--- src/rtl/irq_prio_pkg.sv ---
package irq_prio_pkg;
    parameter int unsigned NPIN     = 8;
    parameter int unsigned VEC_W    = 8;
    parameter int unsigned CASC_PIN = 2;
    localparam int unsigned PW      = $clog2(NPIN);
    localparam int unsigned BASE_W  = VEC_W - PW;

    typedef struct packed {
        logic [NPIN-1:0] req;
        logic [NPIN-1:0] isr;
        logic [NPIN-1:0] msk;
        logic [PW-1:0]   ptr;
        logic            rot;
        logic            raised;
    } core_st_t;
endpackage

--- src/rtl/irq_ring_pick.sv ---
module irq_ring_pick
    import irq_prio_pkg::*;
#(
    parameter int unsigned N   = NPIN,
    parameter int unsigned W   = PW
) (
    input  logic [N-1:0] vec,
    input  logic [W-1:0] ptr,
    output logic         hit,
    output logic [W-1:0] pin
);
    // first set bit when scanning from (ptr+1) upward with wrap
    always_comb begin
        hit = 1'b0;
        pin = '0;
        for (int i = N - 1; i >= 0; i--) begin
            int unsigned idx;
            idx = (int'(ptr) + 1 + i) % N;
            if (vec[idx]) begin
                hit = 1'b1;
                pin = W'(idx);
            end
        end
    end
endmodule

--- src/rtl/irq_pin_decode.sv ---
module irq_pin_decode
    import irq_prio_pkg::*;
#(
    parameter int unsigned N = NPIN,
    parameter int unsigned W = PW
) (
    input  logic [W-1:0] pin,
    input  logic         en,
    output logic [N-1:0] oh
);
    for (genvar g = 0; g < N; g++) begin : g_bit
        assign oh[g] = en && (pin == W'(g));
    end
endmodule

--- src/rtl/irq_prio_core.sv ---
module irq_prio_core
    import irq_prio_pkg::*;
(
    input  logic              clk,
    input  logic              rst_n,
    input  logic [NPIN-1:0]   req_set,
    input  logic [NPIN-1:0]   req_level,
    input  logic              mask_wr,
    input  logic [NPIN-1:0]   mask_val,
    input  logic              cmd_stb,
    input  logic              cmd_eoi,
    input  logic              cmd_sel,
    input  logic              cmd_rot,
    input  logic [PW-1:0]     cmd_pin,
    input  logic              aeoi_en,
    input  logic              sfnm_en,
    input  logic [BASE_W-1:0] vec_base,
    input  logic              int_ack,
    output logic              irq_o,
    output logic [VEC_W-1:0]  vector_o
);
    localparam logic [PW-1:0] SPUR_PIN = PW'(NPIN - 1);

    core_st_t st_q, st_d;

    function automatic logic [PW-1:0] rank_of(input logic [PW-1:0] p,
                                              input logic [PW-1:0] ptr);
        return PW'((int'(p) + NPIN - int'(ptr) - 1) % NPIN);
    endfunction

    // blocking level: in-service set, cascade bit dropped in nested mode
    logic [NPIN-1:0] isr_blk;
    logic            blk_hit, cand_hit, top_hit;
    logic [PW-1:0]   blk_pin, cand_pin, top_pin;
    logic            elig;
    logic [PW-1:0]   win_pin;

    always_comb begin
        isr_blk = st_q.isr;
        if (sfnm_en) isr_blk[CASC_PIN] = 1'b0;
    end

    irq_ring_pick u_blk  (.vec(isr_blk),              .ptr(st_q.ptr), .hit(blk_hit),  .pin(blk_pin));
    irq_ring_pick u_cand (.vec(st_q.req & ~st_q.msk), .ptr(st_q.ptr), .hit(cand_hit), .pin(cand_pin));
    irq_ring_pick u_top  (.vec(st_q.isr),             .ptr(st_q.ptr), .hit(top_hit),  .pin(top_pin));

    assign elig    = cand_hit &&
                     (!blk_hit || (rank_of(cand_pin, st_q.ptr) < rank_of(blk_pin, st_q.ptr)));
    assign win_pin = elig ? cand_pin : SPUR_PIN;

    // EOI target and one-hot masks
    logic            eoi_go;
    logic [PW-1:0]   eoi_pin;
    logic [NPIN-1:0] win_oh, eoi_oh;

    assign eoi_pin = cmd_sel ? cmd_pin : top_pin;
    assign eoi_go  = cmd_stb && cmd_eoi && (cmd_sel || top_hit);

    irq_pin_decode u_win_dec (.pin(win_pin), .en(elig),   .oh(win_oh));
    irq_pin_decode u_eoi_dec (.pin(eoi_pin), .en(eoi_go), .oh(eoi_oh));

    always_comb begin
        st_d = st_q;
        // acknowledge of the current winner
        if (int_ack) begin
            st_d.raised = 1'b0;
            if (elig) begin
                if (!req_level[win_pin]) st_d.req = st_d.req & ~win_oh;
                if (aeoi_en) begin
                    if (st_q.rot) st_d.ptr = win_pin;
                end else begin
                    st_d.isr = st_d.isr | win_oh;
                end
            end
        end else if (elig) begin
            st_d.raised = 1'b1;
        end
        st_d.req = st_d.req | req_set;
        if (mask_wr) st_d.msk = mask_val;
        // end-of-interrupt and priority commands
        if (cmd_stb) begin
            st_d.rot = cmd_rot;
            if (cmd_eoi) begin
                st_d.isr = st_d.isr & ~eoi_oh;
                if (eoi_go && cmd_rot) st_d.ptr = eoi_pin;
            end else if (cmd_sel && cmd_rot) begin
                st_d.ptr = cmd_pin;
            end
        end
    end

    always_ff @(posedge clk) begin
        if (!rst_n) begin
            st_q     <= '0;
            st_q.ptr <= SPUR_PIN;
        end else begin
            st_q     <= st_d;
        end
    end

    assign irq_o    = st_q.raised;
    assign vector_o = {vec_base, win_pin};

    // ---------------- assertions ----------------
    assert_spurious_R2: assert property (@(posedge clk) disable iff (!rst_n)
        !elig |-> (vector_o[PW-1:0] == SPUR_PIN));

    assert_mask_block_R3: assert property (@(posedge clk) disable iff (!rst_n)
        elig |-> !st_q.msk[vector_o[PW-1:0]]);

    assert_raise_hold_R6: assert property (@(posedge clk) disable iff (!rst_n)
        irq_o && !int_ack |=> irq_o);

    assert_raise_cause_R6: assert property (@(posedge clk) disable iff (!rst_n)
        !irq_o && !int_ack && !elig |=> !irq_o);

    assert_ack_drop_R6: assert property (@(posedge clk) disable iff (!rst_n)
        int_ack |=> !irq_o);

    assert_ack_isr_R7: assert property (@(posedge clk) disable iff (!rst_n)
        int_ack && elig && !aeoi_en && !cmd_stb |=> st_q.isr[$past(win_pin)]);

    assert_aeoi_noisr_R8: assert property (@(posedge clk) disable iff (!rst_n)
        int_ack && aeoi_en && !cmd_stb |=> st_q.isr == $past(st_q.isr));

    assert_ack_none_R12: assert property (@(posedge clk) disable iff (!rst_n)
        int_ack && !elig && !cmd_stb && !mask_wr && (req_set == '0)
        |=> $stable(st_q.req) && $stable(st_q.isr) && $stable(st_q.ptr));
endmodule

--- config.mk ---
export PLATFORM = sky130hd
export DESIGN_NAME = irq_prio_core
export DESIGN_NICKNAME = d
export VERILOG_FILES = /design/src/rtl/irq_prio_pkg.sv /design/src/rtl/irq_ring_pick.sv /design/src/rtl/irq_pin_decode.sv /design/src/rtl/irq_prio_core.sv
export SDC_FILE = /design/constraint.sdc
export NUM_CORES = 1
export LEC_CHECK = 0
export ABC_AREA = 1
export BUFFER_PORTS_ARGS = -buffer_cell sky130_fd_sc_hd__buf_2
export CORE_ASPECT_RATIO = 1.75
export CORE_MARGIN = 5
export CORE_UTILIZATION = 50
export CTS_BUF_LIST = sky130_fd_sc_hd__clkbuf_16
export DETAILED_ROUTE_END_ITERATION = 10
export PLACE_DENSITY = 0.72
export SLEW_MARGIN = 20
export SYNTH_ARGS = -nofsm -noshare
export SYNTH_HDL_FRONTEND = slang
export SYNTH_SLANG_ARGS = --single-unit
--- constraint.sdc ---
create_clock -name clk -period 9.8 [get_ports clk]
set_input_delay 0.98 -clock clk [delete_from_list [all_inputs] [get_ports clk]]
set_output_delay 0.98 -clock clk [all_outputs]
set_load 0.02 [all_outputs]
### After elaboration in Yosys (flattened, before gate mapping)

Index checks and enable logic that the tools add are counted.

* flip-flop bits (word level): 29
* output and inout bits: 9
* word-level logic and storage cells: 195

* $add $sub $neg: 14
* order comparisons: 10
* equal/unequal tests: 14
* mux-type cells: 115
* bitwise operators: 9
* reductions and logical operators: 27

Operator list (number)
* $mux W3: 33
* $bmux W1 S3: 25
* $mux W1: 50
* $lt A3 B4 Y1 const B: 9
* $mux W16: 2
* $mux W8: 4
* $and A8 B8 Y8: 3
* $eq A3 B3 Y1 const B: 8
* $not A8 Y8: 3
* $logic_and A1 B1 Y1: 21
* $or A8 B8 Y8: 2
* $add A3 B1 Y3 const B: 4
* $add A3 B3 Y3 const B: 4
* $eq A3 B2 Y1 const B: 4
* $add A3 B2 Y3 const B: 2
* $eq A3 B1 Y1 const B: 2
* $logic_not A3 Y1: 2
* $sub A3 B2 Y3 const B: 2
* $sub A3 B3 Y3: 2
* $mux W4: 1
* $lt A3 B3 Y1: 1
* $logic_or A1 B1 Y1: 2
* $reduce_or A2 Y1: 1
* $logic_not A1 Y1: 1
* $not A1 Y1: 1

### Depth between registers and ports, before layout

Gate-level depths: netlist of the first run.

* depth in word-level cells: 29
* depth in mapped cells: 41
* depth with buffers taken out: 34

### By module

A second synthesis of the first run with hierarchy kept.

* cell total of the unflattened synthesis: 766
* area, all modules: 4127.7 µm²

By module, submodules not included
* irq_ring_pick: times used 3, cells each 158, area an instance 740.7 µm², sequential area each 0.0 µm²
* irq_prio_core: times used 1, cells each 258, area an instance 1778.0 µm², sequential area each 580.6 µm²
* irq_pin_decode: times used 2, cells each 17, area an instance 63.8 µm², sequential area each 0.0 µm²

### Least setup slack after synthesis of the first run

No wires, ideal clock.

* path kind: reg2out
* from: register, netlist name st_q[2]
* to: output port vector_o[2]
* arrival: 4280 ps
* path slack: 4540 ps
* cell stages (with the launch flop): 33
* cell sequence: dfxtp_1 buf_6 inv_4 buf_6 buf_6 ha_1 buf_4 inv_2 buf_6 nand2_4 nand2_4 buf_6 nand3_1 nand3_1 nand2_1 nand3_1 nand2_1 nand2_1 nand2_1 nand2_1 nand2_1 nand2_1 nand2_1 nand2_1 inv_1 fa_1 xnor2_1 xor2_1 ha_1 a21oi_1 nand2_1 a21oi_4 nand3_1

* longest elaborated chain between the ends: 19

RTL lines
* $add A3 B1 Y3: line irq_ring_pick.sv:18 `idx = (int'(ptr) + 1 + i) % N;`
* $add A3 B3 Y3: line irq_ring_pick.sv:18
* $bmux W1 S3: line irq_ring_pick.sv:19 `if (vec[idx]) begin`
* $mux W1 (not written as such): line irq_ring_pick.sv:19
* $mux W3 (8 in a row): line irq_ring_pick.sv:19
* $add A3 B1 Y3: line irq_prio_core.sv:28 `return PW'((int'(p) + NPIN - int'(ptr) - 1) % NPIN);`
* $sub A3 B3 Y3: line irq_prio_core.sv:28
* $sub A3 B2 Y3: line irq_prio_core.sv:28
* $lt A3 B3 Y1: line irq_prio_core.sv:48 `(!blk_hit || (rank_of(cand_pin, st_q.ptr) < rank_of(blk_pin, st_q.ptr)));`
* $logic_or A1 B1 Y1: line irq_prio_core.sv:48
* $logic_and A1 B1 Y1: line irq_prio_core.sv:47 `assign elig = cand_hit &&`
* $mux W3 *: line irq_prio_core.sv:49 `assign win_pin = elig ? cand_pin : SPUR_PIN;`
* end, declared: line irq_prio_core.sv:20 `output logic [VEC_W-1:0] vector_o`

Mark *: on every way between the ends. The rest lies on a longest branch, timed or not. The select of a mux whose other input is x is not followed.

### Worst setup path in the final report of the first run

* from: register, netlist name st_q[2]
* to: output port vector_o[0]

* longest elaborated chain between the ends: 19

RTL lines (line)
* $add A3 B1 Y3: irq_ring_pick.sv:18
* $add A3 B3 Y3: irq_ring_pick.sv:18
* $bmux W1 S3: irq_ring_pick.sv:19
* $mux W1 (not written as such): irq_ring_pick.sv:19
* $mux W3 (8 in a row): irq_ring_pick.sv:19
* $add A3 B1 Y3: irq_prio_core.sv:28
* $sub A3 B3 Y3: irq_prio_core.sv:28
* $sub A3 B2 Y3: irq_prio_core.sv:28
* $lt A3 B3 Y1: irq_prio_core.sv:48
* $logic_or A1 B1 Y1: irq_prio_core.sv:48
* $logic_and A1 B1 Y1: irq_prio_core.sv:47
* $mux W3 *: irq_prio_core.sv:49

Marked as above.

==> results of run 1 <==
worst register-to-register path, delay by kind of cell (launching register included):
| family | cells | cell delay, ps |
|---|---|---|
| simple gates | 13 | 1800 |
| fa+ha+maj | 4 | 1580 |
| compound gates | 8 | 1070 |
| buf+inv | 4 | 880 |
| xor+xnor | 2 | 350 |
| flops | 1 | 300 |
synthesized netlist by cell type (all sizes together):
master  instances  area share [%]
a211oi          1            0.23
and2            1            0.19
o211ai          4             1.1
ha              6             2.3
a22o            1            0.27
a31oi           3            0.57
or2             1            0.19
o221ai          1            0.27
nand3          81              13
a21boi          1            0.23
nand4          10             1.9
and3            1            0.19
buf            18             4.7
o21a            2            0.46
nor2           32             3.9
o21ai          41             6.5
fa              2             1.2
nor4            1            0.19
nand2         200              25
xor2            2            0.54
clkbuf          4            0.46
dfxtp          29              18
nor3            7             1.4
a21oi          45             7.6
clkinv          1            0.11
inv            71             8.2
xnor2           2            0.54
o22ai           2            0.38
flip-flops by register name, indices dropped and copies added (netlist names):
name     cells
isr_blk      7
irq_o        1
st_q        21
worst max-delay path by stage:
stage / cells past startpoint / to / startpoint
after CTS: 26 / vector_o[0] / st_q[2]
after global routing: 26 / vector_o[0] / st_q[2]
after floorplan: 32 / vector_o[2] / st_q[2]
after global placement: 28 / vector_o[0] / st_q[2]
final: 26 / vector_o[0] / st_q[2]
after detailed placement: 26 / vector_o[0] / st_q[2]
placed cells by master, fill, tap and decap left out, types with 5 or more instances in the layout:
cell type    n
o21ai_0     29
nor3_1       5
o21ai_1     10
nand2_1    175
clkbuf_16    5
nand2_2     22
nand4_1     10
nand3_1     75
ha_1         6
a21oi_1     41
inv_1       62
nor2_1      29
nand3_2      6
dfxtp_1     29
buf_2       40
inv_2       11
through the flow:
step	cells	instance area (µm²)	setup slack (ps)
after floorplan	570	3270	4540
after global placement	671	3410	3500
after detailed placement	671	3410	3380
after CTS	679	3550	3070
after global routing	679	3550	2480
final	679	3550	3030
layout make-up:
class                           count  area, µm²
Tap cell                           82        103
Inverter                           72        273
Fill cell                         707       2890
Sequential cell                    29        581
Timing Repair Buffer               41        208
Clock buffer                        5        125
Clock inverter                      3       11.3
Multi-Input combinational cell    447       2250
routing by layer:
layer	global-route usage (%)	routed length, µm	part of all wire [%]	vias up
li1	-	-	-	1917
met1	28.3	3860	39	1685
met2	44.4	5040	51	132
met5	0	0	0	-
met3	2.31	480	4.8	47
met4	14.6	553	5.6	0
kinds of logic after synthesis:
group,after synthesis
adder cells (fa/ha/maj),8
AO/OA/AOI/OAI,101
buffers and inverters,94
XOR/XNOR,4
AND/OR/NAND/NOR,334
flip-flops,29
==> out/qor.txt, run 1 <==
reg2reg path depth: 31
Synth cell types: 43
Hold EP: isr_blk[3]
Crit Reg-Reg Endpoint: st_q[27]
First-pass DRT Iterations: 5
syn_area_per_cell: 5.74 µm²
width of the die: 71.1 µm
First DRT Iteration DRCs: 306
CTS Buf Count: 5
Final GP Congestion: 0.928
post-layout min period: 6770 ps
largest family of logic cells by synthesized area: simple AND/OR/NAND/NOR gates
Antenna Violating Nets Remaining: 0
Synth Area in Compound Gates: 17.6%
MaxCap Viol Count: 0
RSZ-0062 raised after global routing: no
flops & latches, synth: 29
Nets: 646
vias post-DR: 3781
H-tree level count: 2
Worst Tran Pin Value: 694 ps
# diodes: 0
nature of the critical path endpoint: output port
fin util: 55.1%
max-slew violations: 0
Syn Std Cell Area: 0.00327 mm²
Post-Synth Adder-Cell Area: 3.52%
Hold Vio Cnt, Final: 0
# port buffers: 40
kind of critical path: reg -> out
DRC Markers: 0
Worst-path clk slew: 50 ps
Worst EP required: 8820 ps
Worst setup SP type: flop
Hold Crit Class: reg -> reg
buffers inserted by post-CTS timing repair: 0
CTS resizes: 0
gr ovfl total: 0
FF-to-FF Start: st_q[2]
Root Driver: clkbuf_16
share of cells above drive strength 1: 16.9%
setup_tns: 0 ps
arrival time worst endpoint: 5790 ps
Final period util: 69.1%
slowest cell on the critical path: ha_1
Core Rows: 39
dpl hpwl: 8.14 mm
Post-Synth Simple-Gate Area: 46.6%
drt wl/cell: 14.6 µm
Slew HR: 53.7%
insertion delay to the later sink of the worst-skew pair: 270 ps
Seq/Total Area, Yosys: 17.8%
delay-heaviest family, CP: adder cells
CORE AREA: 0.00644 mm²
Mapped Cells: 570
status: complete, no violations
Hold Slack: 474 ps
overall die area: 0.00832 mm²
vias per inst: 5.57
Hold Path Cell Cnt: 2
Clock Path Buffers: 2
Final setup violation count: 0
post-synthesis net count: 620
initial antenna violation count: 0
Clock Sinks: 29
drt total wl: 9.94 mm
Die Span Y: 117 µm
number of global-route vias before repair: 3644
hold_buf cts: 0
Critical Path Most Common Cell: nand2_1
f_max: 148 MHz
slowest stage delay, CP: 680 ps
Max FO, Critical Path: 26
worst reg-to-reg setup slack: 3700 ps
Layout area overhead: 8.49%
hold_sp: isr_blk[3]
initial core utilization: 50.8%
Post-Synth XOR/XNOR Area: 1.07%
CP bufs+invs: 4
mux share of post-synthesis cell area: 0%
maximum number of pins on one net before global-route repair: 27
clock skew: 3.68 ps
first-pass GRT wire length: 16.6 mm
Yosys warning total: 0
CTS tree: built
Ports: 51
GRT Util Overall: 24.8%
Power of run 1 is not shown: default switching activity piles up to over one toggle a cycle in this logic, so the estimate is an artifact.
==> run 2: changes to the inputs <==
ABC_AREA = 0   (was 1)
PLACE_DENSITY = 0.71   (was 0.72)
clock period = 6.4 ns   (was 9.8 ns; I/O delays follow)
==> run 2 against run 1 <==
Against the previous run:
- cell area grew 14%
- via count up 1.5%
- synthesized cell count down 21%
- global-route usage down 0.81 points
- flip-flop and latch count is the same
- non-clock buffer count up 6
- register-to-register slack worse by 3100 ps
- critical endpoint is now vector_o[2]
- largest cell class unchanged
==> out/qor.txt, run 2 <==
area occupied by multi-input gates: 0.00292 mm²
Nets: 525
Seq/Total Area, Yosys: 15.2%
Syn Std Cell Area: 0.00381 mm²
Final GP Congestion: 1.00
commonest non-fill, non-tap cells in the layout: 48 x nor2_1, 40 x buf_2, 29 x dfxtp_1
post-layout min period: 6080 ps
drt wl/cell: 20.7 µm
Layout area overhead: 6.61%
Clock Path Buffers: 2
Most used DFF post-synth: dfxtp_1
Hold Crit Class: reg -> reg
CORE AREA: 0.00751 mm²
First DRT Iteration DRCs: 375
# port buffers: 40
most common cell after layout, fill and taps aside: nor2_1
met1 WL: 4.23 mm
Ports: 51
share of cells above drive strength 1: 23.6%
MaxCap Viol Count: 0
gr ovfl total: 0
dpl hpwl: 9.24 mm
hold_sp: st_q[12]
Die Span Y: 125 µm
cell with the most instances after synthesis: nor2_1
arrival time worst endpoint: 5440 ps
kind of critical path: reg -> out
First-pass DRT Iterations: 5
met2 WL: 5.83 mm
Synth async-reset ratio: 0%
vias post-DR: 3839
P_sw: 0.804 mW
FF-to-FF Start: st_q[3]
pre-CTS setup slack: 560 ps
Synth top area share: 15.2%
cell-internal power: 0.810 mW
cell taking the most area after synthesis: dfxtp_1
CTS Buf Count: 5
number of global-route vias before repair: 3820
final worst slack: 318 ps
Top reg by flops: st_q
RSZ-0062 raised after global routing: no
vias per inst: 6.82
number of flip-flops in the largest register: 21
pwr dens: 398 mW/mm²
initial core utilization: 50.7%
Pleak: 1.66 nW
Worst Tran Pin Value: 756 ps
max-slew violations: 0
Yosys warning total: 0
insertion delay to the later sink of the worst-skew pair: 270 ps
maximum VDD drop: 0.000454 V
synth top area cells: dfxtp_1 15%, mux4_2 7.7%, mux2i_1 6.0%
Final period util: 95.0%
overall die area: 0.00953 mm²
Total Power: 1.61 mW
status: complete, no violations
Switching Share: 49.8%
DRC Markers: 0
H-tree level count: 2
Root Driver: clkbuf_16
Clk pwr share: 13.1%
Flop pwr share: 14.5%
flops & latches, synth: 29
CP Launch Point: st_q[3]
GRT Util Overall: 24.0%
Hold Vio Cnt, Final: 0
Register Area: 581 µm²
Final setup violation count: 0
Mapped Cells: 452
Worst EP required: 5760 ps
f_max: 164 MHz
maximum number of pins on one net before global-route repair: 45
syn_area_per_cell: 8.42 µm²
Post-synth EDFFs: 0
Clock Sinks: 29
Comb power frac: 72.4%
initial antenna violation count: 0
Max FO, Critical Path: 17
clock skew: 5.93 ps
first-pass GRT wire length: 18.9 mm
setup_tns: 0 ps
top sig layer: met4
post-synthesis net count: 502
Core Rows: 42
DR WL met3: 726 µm
Slew HR: 49.1%
commonest cells in the netlist: 48 x nor2_1, 29 x dfxtp_1, 26 x nand2_1, 26 x o21ai_0, 24 x a21oi_1
width of the die: 76.0 µm
fin util: 54.0%
Antenna Violating Nets Remaining: 0
Synth cell types: 95
CTS tree: built
# diodes: 0
hold_buf cts: 0
Worst-path clk slew: 50 ps
FILL cells: 698
nature of the critical path endpoint: output port
drt total wl: 11.6 mm
Worst setup SP type: flop
run 2: changes by cell type in the layout (fill, tap and decap cells not counted), sizes merged, moves of 9 or more:
cell    previous run  this run
a21oi             45        26
a31oi              3        13
and2               1        11
inv               74        19
mux2               0         9
mux2i              0        23
mux4               0        14
nand2            200        26
nand2b             0         9
nand3             81         7
nand4             10         1
nor2              32        48
nor2b              0        17
o21ai             41        28
run 2: metal layers:
| metal | track usage, % | up-vias |
|---|---|---|
| li1 | - | 1779 |
| met1 | 26.1 | 1800 |
| met2 | 41.2 | 202 |
| met3 | 3.24 | 58 |
| met4 | 18.4 | 0 |
| met5 | 0 | - |
run 2: worst paths after layout:
check | endpoint | cells after the start | slack, ps
setup / recovery | vector_o[2] | 17 | 320
hold / removal | st_q[12] | 2 | 490
setup reg to reg | isr_blk[1] | 20 | 570
hold reg to reg | st_q[12] | 2 | 490
run 2: kinds of logic (layout without fill, tap and decap cells):
group | after synthesis | in the layout | share of synthesized area (%)
AO/OA/AOI/OAI | 147 | 147 | 29.2
XOR/XNOR | 10 | 10 | 3.75
adder cells (fa/ha/maj) | 8 | 8 | 3.02
buffers and inverters | 49 | 72 | 8.25
flip-flops | 29 | 29 | 15.2
multiplexers | 46 | 46 | 17.2
AND/OR/NAND/NOR | 163 | 163 | 23.3
run 2: repair_timing:
| item | 4_1_cts | 5_1_grt |
|---|---|---|
| buffers inserted | 0 | 0 |
| resized for setup | 0 | 1 |
| endpoints found under the setup margin | 0 | 1 |
run 2: worst max-delay path, cell delays in order, from the launching register on:
cell and delay (ps):
dfxtp_1 370, ha_1 550, xnor2_4 330, xnor2_2 550, mux2i_1 640, o211ai_1 240, and3_4 260, nand3_4 100
inv_2 70, ha_1 190, fa_1 370, xor2_1 160, xnor2_1 130, ha_1 300, a21oi_1 130, o32a_2 240
or2b_2 350, buf_2 170
run 2: area by class of cell:
cell class	instances	area share, %
Multi-Input combinational cell	374	71.8
Clock inverter	2	0.185
Tap cell	88	2.71
Clock buffer	5	3.08
Sequential cell	29	14.3
Timing Repair Buffer	47	6.23
Inverter	18	1.66
run 2: power groups by stage:
| stage | Sequential (mW) | Clock (mW) | Combinational [mW] |
|---|---|---|---|
| floorplan | 0.226 | 0 | 0.898 |
| global placement | 0.235 | 0 | 1.15 |
| detailed placement | 0.236 | 0 | 1.15 |
| CTS | 0.233 | 0.216 | 1.15 |
| global route | 0.237 | 0.225 | 1.26 |
| finish | 0.234 | 0.212 | 1.17 |
run 2: stage by stage:
step | cell area, µm² | hold WS (ps) | instances
floorplan | 3810 | 432 | 452
global placement | 3920 | 469 | 556
detailed placement | 3920 | 476 | 556
CTS | 4060 | 484 | 563
global route | 4060 | 500 | 563
finish | 4060 | 490 | 563
Note: power is estimated with default switching activity, not from simulation.
==> run 3: changes to the inputs <==
PLACE_DENSITY = 0.76   (was 0.71)
==> run 3 against run 2 <==
Against the previous run:
- clock power up 27%
- setup slack lost 71 ps
- first-iteration DRC count shrank 13%
- wire length is 1.3% lower
- combinational power barely moved
- global-route usage fell by 0.47 points
- sequential power barely moved
- clock skew about the same
- largest cell class unchanged
- highest routed layer unchanged
==> out/qor.txt, run 3 (same netlist as run 2, synthesis figures left out) <==
First-pass DRT Iterations: 7
status: complete, no violations
Register Area: 581 µm²
GRT Util Overall: 23.5%
Final setup violation count: 0
clock skew: 5.56 ps
Max FO, Critical Path: 41
maximum VDD drop: 0.000474 V
Worst setup SP type: flop
Root Driver: clkbuf_16
buffers inserted by post-CTS timing repair: 0
first-pass GRT wire length: 18.6 mm
pwr dens: 413 mW/mm²
initial antenna violation count: 0
Pleak: 1.67 nW
Slew HR: 48.6%
CTS tree: built
CORE AREA: 0.00751 mm²
Top reg by flops: st_q
dpl hpwl: 8.92 mm
Clock Sinks: 29
f_max: 163 MHz
Worst Tran Pin Value: 763 ps
post-layout min period: 6150 ps
final non-filler cell area: 0.00412 mm²
number of flip-flops in the largest register: 21
# diodes: 0
MaxCap Viol Count: 0
RSZ-0062 raised after global routing: no
nature of the critical path endpoint: output port
final worst slack: 247 ps
kind of critical path: reg -> out
gr ovfl total: 0
Nets: 524
drt wl/cell: 20.4 µm
vias per inst: 6.83
max-slew violations: 0
Total Power: 1.70 mW
Core Rows: 42
Placement Cell Area: 0.00393 mm²
Antenna Violating Nets Remaining: 0
Hold Crit Class: reg -> reg
CTS Buf Count: 5
DRC Markers: 0
Final period util: 96.1%
setup_tns: 0 ps
maximum number of pins on one net before global-route repair: 45
Hold Vio Cnt, Final: 0
commonest non-fill, non-tap cells in the layout: 48 x nor2_1, 40 x buf_2, 29 x dfxtp_1
Final GP Congestion: 1.00
arrival time worst endpoint: 5510 ps
number of global-route vias before repair: 3818
# port buffers: 40
most common cell after layout, fill and taps aside: nor2_1
Worst-path clk slew: 50 ps
initial core utilization: 50.7%
drt total wl: 11.5 mm
Clock Path Buffers: 2
Worst EP required: 5760 ps
insertion delay to the later sink of the worst-skew pair: 280 ps
FILL cells: 679
width of the die: 76.0 µm
area occupied by multi-input gates: 0.00293 mm²
share of cells above drive strength 1: 24.8%
Ports: 51
H-tree level count: 2
Die Span Y: 125 µm
First DRT Iteration DRCs: 326
Layout area overhead: 8.15%
vias post-DR: 3848
overall die area: 0.00953 mm²
pre-CTS setup slack: 562 ps
-- run 3: worst max-delay path: stages, from the launching register on --
cell       delay (ps)
dfxtp_1           370
inv_2              50
ha_1              400
buf_12            230
inv_2             260
mux4_2            640
mux2i_2           310
mux2i_1           140
a2111oi_2         400
a21o_2            270
inv_1             130
fa_1              420
xor2_1            160
xnor2_1           140
ha_1              320
a21oi_1           190
o32a_2            260
or2b_2            350
buf_2             170
-- run 3: timing repair --
action / in CTS / in global routing
resized for setup: 0 / 6
hold buffers: 0 / 0
setup endpoints to repair: 0 / 1
-- run 3: layout make-up --
| type | count | area share, % |
|---|---|---|
| tap | 88 | 2.67 |
| clock buffer | 5 | 3.04 |
| multi-input combinational | 374 | 71.2 |
| sequential | 29 | 14.1 |
| inverter | 18 | 1.64 |
| clock inverter | 3 | 1.12 |
| timing repair buffer | 46 | 6.26 |
-- run 3: path summary, 6_finish.rpt --
kind                 end  cells past startpoint  slack (ps)    start
max          vector_o[2]                     18         250  st_q[2]
min              st_q[1]                      2         490  st_q[1]
max reg2reg      st_q[2]                     20         480  st_q[2]
min reg2reg      st_q[1]                      2         490  st_q[1]
-- run 3: power by group --
group	total (mW)	internal (mW)	leakage, nW	switching [mW]
Combinational	1.20	0.479	1.35	0.719
Sequential	0.234	0.204	0.239	0.0301
Clock	0.269	0.184	0.0800	0.0856
Total	1.70	0.867	1.67	0.835
-- run 3: layer usage --
metal,GRT usage [%],wire length [µm],part of all wire [%]
met3,2.95,611,5.3
met4,17.9,779,6.8
met5,0,0,0
met1,24.9,4140,36
met2,41.4,5950,52
-- run 3: through the flow --
step,util [%],hold slack [ps],instances
after global routing,54.8,500,563
after floorplan,-,432,452
after global placement,52.3,476,555
final,54.8,488,563
after CTS,54.6,489,563
after detailed placement,52.3,479,555
